File: config.mk
export PLATFORM = sky130hd
export DESIGN_NAME = burst_col_seq
export DESIGN_NICKNAME = d
export VERILOG_FILES = /design/src/rtl/burst_col_seq.sv
export SDC_FILE = /design/constraint.sdc
export NUM_CORES = 1
export LEC_CHECK = 0
export CAP_MARGIN = 20
export CELL_PAD_IN_SITES_DETAIL_PLACEMENT = 1
export CELL_PAD_IN_SITES_GLOBAL_PLACEMENT = 2
export CORE_MARGIN = 3
export CORE_UTILIZATION = 28
export DETAILED_ROUTE_END_ITERATION = 6
export PLACE_DENSITY_LB_ADDON = 0.12
export SLEW_MARGIN = 20
export SYNTH_ARGS = -nofsm -noshare
export SYNTH_HDL_FRONTEND = slang
export SYNTH_SLANG_ARGS = --single-unit
File: constraint.sdc
create_clock -name clk -period 3.2 [get_ports clk]
set_clock_uncertainty 0.05 [all_clocks]
set_input_delay 0.96 -clock clk [delete_from_list [all_inputs] [get_ports clk]]
set_output_delay 0.96 -clock clk [all_outputs]
set_load 0.03 [all_outputs]
File: src/rtl/burst_col_seq.sv
module burst_col_seq #(
  parameter int COL_W = 9,
  localparam int IDX_W = 4
) (
  input  logic             clk,
  input  logic             rst,
  input  logic             cmd_i,
  input  logic [COL_W-1:0] start_col_i,
  input  logic [1:0]       len_i,
  input  logic             ilv_i,
  input  logic             beat_en_i,
  output logic [COL_W-1:0] col_o,
  output logic             valid_o,
  output logic             last_o
);

  logic [COL_W-1:0] base_q;
  logic [1:0]       len_q;
  logic             ilv_q;
  logic [IDX_W-1:0] idx_q;
  logic             valid_q;
  logic [IDX_W-1:0] mask;
  logic [IDX_W-1:0] off;
  logic [IDX_W-1:0] low;
  logic             accept;

  always_comb begin
    case (len_q)
      2'b00:   mask = 4'b0001;
      2'b01:   mask = 4'b0011;
      2'b10:   mask = 4'b0111;
      default: mask = 4'b1111;
    endcase
  end

  assign off     = base_q[IDX_W-1:0] & mask;
  assign low     = (ilv_q ? (off ^ idx_q) : (off + idx_q)) & mask;
  assign col_o   = {base_q[COL_W-1:IDX_W], (base_q[IDX_W-1:0] & ~mask) | low};
  assign valid_o = valid_q;
  assign last_o  = valid_q && (idx_q == mask);
  assign accept  = cmd_i && (!valid_q || (beat_en_i && last_o));

  always_ff @(posedge clk) begin
    if (rst) begin
      valid_q <= 1'b0;
      idx_q   <= '0;
    end else if (accept) begin
      valid_q <= 1'b1;
      idx_q   <= '0;
    end else if (valid_q && beat_en_i) begin
      if (last_o) begin
        valid_q <= 1'b0;
        idx_q   <= '0;
      end else begin
        idx_q <= idx_q + 1'b1;
      end
    end
  end

  always_ff @(posedge clk) begin
    if (accept) begin
      base_q <= start_col_i;
      len_q  <= len_i;
      ilv_q  <= ilv_i;
    end
  end

endmodule

==> Implementation_results.wiki <==
{| class="wikitable"
! Metric !! Value
|-
| Standard-cell rows || 19
|-
| Finished Core Util || 0.456
|-
| EDFF count, synth || 12
|-
| Number of clock sinks seen by CTS || 17
|-
| Hold/Removal Path Class || reg2reg
|-
| Number of global-route vias before repair || 810
|-
| Worst-margin pin slew || 0.404 ns
|-
| Aggregate global-route resource usage || 0.120
|-
| Critical hold path startpoint || idx_q[1]
|-
| Filler cell count || 340
|-
| Crit path required time || 2.19 ns
|-
| Wire length the detailed router placed on met1 || 977 µm
|-
| CTS root buffer || clkbuf_4
|-
| Relative slew slack || 0.729
|-
| Clock tree from TritonCTS || done
|-
| Post-Route WL || 2150 µm
|-
| Pin count of the biggest net entering global routing || 13
|-
| P per Cell Area || 357 nW/µm²
|-
| Maximum buffer depth of the clock tree || 2
|-
| Kind of capture point of the worst setup path || output pin
|-
| Number of nets at the end of the flow || 140
|-
| Remaining antenna violation count after routing || 0
|-
| Type of the setup path with the least slack || reg2out
|-
| Total Power || 0.473 mW
|-
| Top library cells by usage in the layout, fill and taps aside || clkdlybuf4s50_1 (22), edfxtp_1 (12), buf_4 (9), nor2_1 (7), nand2_1 (7)
|-
| Fraction of final layout cells with drive strength greater than 1 || 0.254
|-
| Instance count along the most critical hold path || 2
|-
| Failing checks || negative setup slack
|-
| Critical path fanouts, max || 3
|-
| Worst Hold End || idx_q[1]
|-
| Mean Syn Cell Area || 10.7 µm²
|-
| Count of antenna diodes in the layout || 0
|-
| RR Endpoint || base_q[2]
|-
| DR WL met3 || 138 µm
|-
| Number of buffers added by the clock tree synthesis step || 3
|-
| Minimum setup slack in the final design || -0.0628 ns
|-
| Final hold violation count || 0
|-
| Core outline area || about 2900 µm²
|-
| Number of max-slew violations in the final report || 0
|-
| Placer congestion estimate || 0.746
|-
| Synthesized net count || 105
|-
| Routed vias/inst || 4.60
|-
| Die span in y || 62.6 µm
|-
| Wire length of the first global-routing pass || between 3000 and 4000 µm
|-
| WHS || 0.477 ns
|-
| Most instantiated flip-flop cell in the synthesis netlist || edfxtp_1
|-
| Status || complete, but fails checks
|-
| Crit path arrival time || approximately 2.3 ns
|-
| Number of top-level pins || 27
|-
| Yosys top cell area share || 0.402
|-
| Width of the die || 62.6 µm
|-
| Highest routing layer actually used || met4
|-
| Clock network latency to the later pin of the worst-skew pair || approximately 0.29 ns
|-
| Post-synthesis async set-or-reset flop share || 0
|-
| Portion of the post-synthesis area used by sequential elements || 0.514
|-
| Worst reg-to-reg path cell count || 9
|-
| R2r setup slk || 1.12 ns
|-
| Max-Cap Viols || 0
|-
| Port buffer count || 26
|-
| Routed WL per cell || 13.4 µm
|-
| Synth unique cells || 30
|-
| Total met2 wirelength after detailed routing || approximately 1000 µm
|-
| Area growth syn-to-layout || 47.6%
|-
| Fin crit share || 1.02
|-
| Static leakage || 0.483 nW
|-
| Warnings, synthesis || 0
|-
| Cell taking the most area after synthesis || edfxtp_1
|-
| CTS H-tree depth || 1
|-
| Synth top area cells || edfxtp_1 (40%), dfxtp_1 (11%), ha_1 (5.6%)
|-
| First-iteration detailed-routing DRC count || 23
|-
| First-pass DRT Iterations || 4
|-
| Worst flop-to-flop path startpoint || len_q[0]
|-
| Worst vdd ir || 218 µV
|-
| Total vias in the final route || roughly 740
|-
| Number of endpoints failing setup at the final stage || 1
|-
| Number of cells produced by synthesis || 84
|-
| Remaining Overflow, GRT || 0
|-
| Initial core utilization || 0.309
|-
| RSZ-0062 raised after global routing || true
|-
| Clock-pin slew of the registers on the worst-case setup and hold paths || 0.11 ns
|-
| Post-synthesis register bit count || 17
|-
| Die outline area || 3910 µm²
|-
| CP startpoint kind || flip-flop
|-
| Achievable clock frequency || 0.306 GHz
|-
| Area of the mapped netlist || 896 µm²
|-
| Detail Placement HPWL || 1620 µm
|-
| Most common library cell in the layout ignoring fill and taps || clkdlybuf4s50_1
|-
| Number of design rule violations left after detail routing || 0
|-
| Number of antenna violations at the first check in global routing || 0
|-
| Post-layout minimum cycle time || 3.26 ns
|}
-- sequential cells by signal, summed over array words and instances, names as in the netlist --
name	cells
base_q	9
idx_q	4
len_q	2
ilv_q	1
valid_o	1
-- critical path, cell delays in order, from the launching register on --
cell and delay, ns:
edfxtp_1 0.45, buf_6 0.15, and2_4 0.13, ha_4 0.26
nor2_2 0.04, or4_4 0.48, a21oi_4 0.15, xor2_2 0.15
buf_6 0.15
-- how the worst max path moves through the flow --
| stage | start | slack (ns) | cells after the start | to |
|---|---|---|---|---|
| 4_1_cts | len_q[1] | -0.19 | 8 | col_o[3] |
| 3_5_place_dp | len_q[1] | 0.02 | 8 | col_o[3] |
| 3_3_place_gp | len_q[1] | 0.05 | 8 | col_o[3] |
| 5_1_grt | len_q[1] | -0.17 | 8 | col_o[3] |
| 6_report | len_q[1] | -0.06 | 8 | col_o[3] |
| 2_1_floorplan | len_q[1] | 0.02 | 8 | col_o[3] |
-- logic make-up after synthesis --
kind of cell | Yosys count | synth area share
muxes | 1 | 0.0112
DFF | 17 | 0.514
adders and majority gates | 5 | 0.0782
buffers and inverters | 11 | 0.0684
and+or+nand+nor | 31 | 0.190
AOI/OAI and AO/OA | 16 | 0.109
xor gates and xnor gates | 3 | 0.0293
-- through the flow --
| step | TNS, ns | instances | instance area, µm² | setup slack [ns] |
|---|---|---|---|---|
| floorplan | 0 | 84 | 911 | 0.0182 |
| global placement | 0 | 151 | 1220 | 0.0478 |
| detailed placement | 0 | 151 | 1220 | 0.0158 |
| CTS | -0.190 | 158 | 1280 | -0.190 |
| global route | -0.167 | 160 | 1320 | -0.167 |
| finish | -0.0628 | 160 | 1320 | -0.0628 |
-- cells in the mapped netlist (all sizes together), types with 2 or more instances --
master  count
a21oi       7
and2        4
buf         6
dfxtp       5
edfxtp     12
ha          4
inv         5
nand2       7
nand4       2
nor2        8
nor2b       2
nor4b       2
o21ai       3
or4         2
xnor2       2
-- repair_timing --
item,4_1_cts,5_1_grt
hold buffers,0,0
setup endpoints to repair,4,4
setup buffers,3,2
pin swaps,2,6
resized for setup,6,14
-- per-layer routing --
layer	track usage	up-vias
li1	-	370
met1	0.156	346
met2	0.184	18
met3	0.0378	2
met4	0.0496	0
met5	0	-
-- final cells by class --
| class | count | area [µm²] | share of cell area |
|---|---|---|---|
| clock buffer | 3 | 22.5 | 0.0170 |
| clock inverter | 1 | 7.51 | 0.00568 |
| inverter | 5 | 18.8 | 0.0142 |
| multi-input combinational | 56 | 434 | 0.328 |
| sequential | 17 | 462 | 0.349 |
| tap | 42 | 52.6 | 0.0397 |
| timing repair buffer | 36 | 325 | 0.246 |
-- power by group --
group          switching [mW]  internal, mW
logic                  0.0483        0.0493
clock network          0.0732        0.0475
registers             0.00695         0.248
total                   0.128         0.344
(Power assumes the default switching activity.)
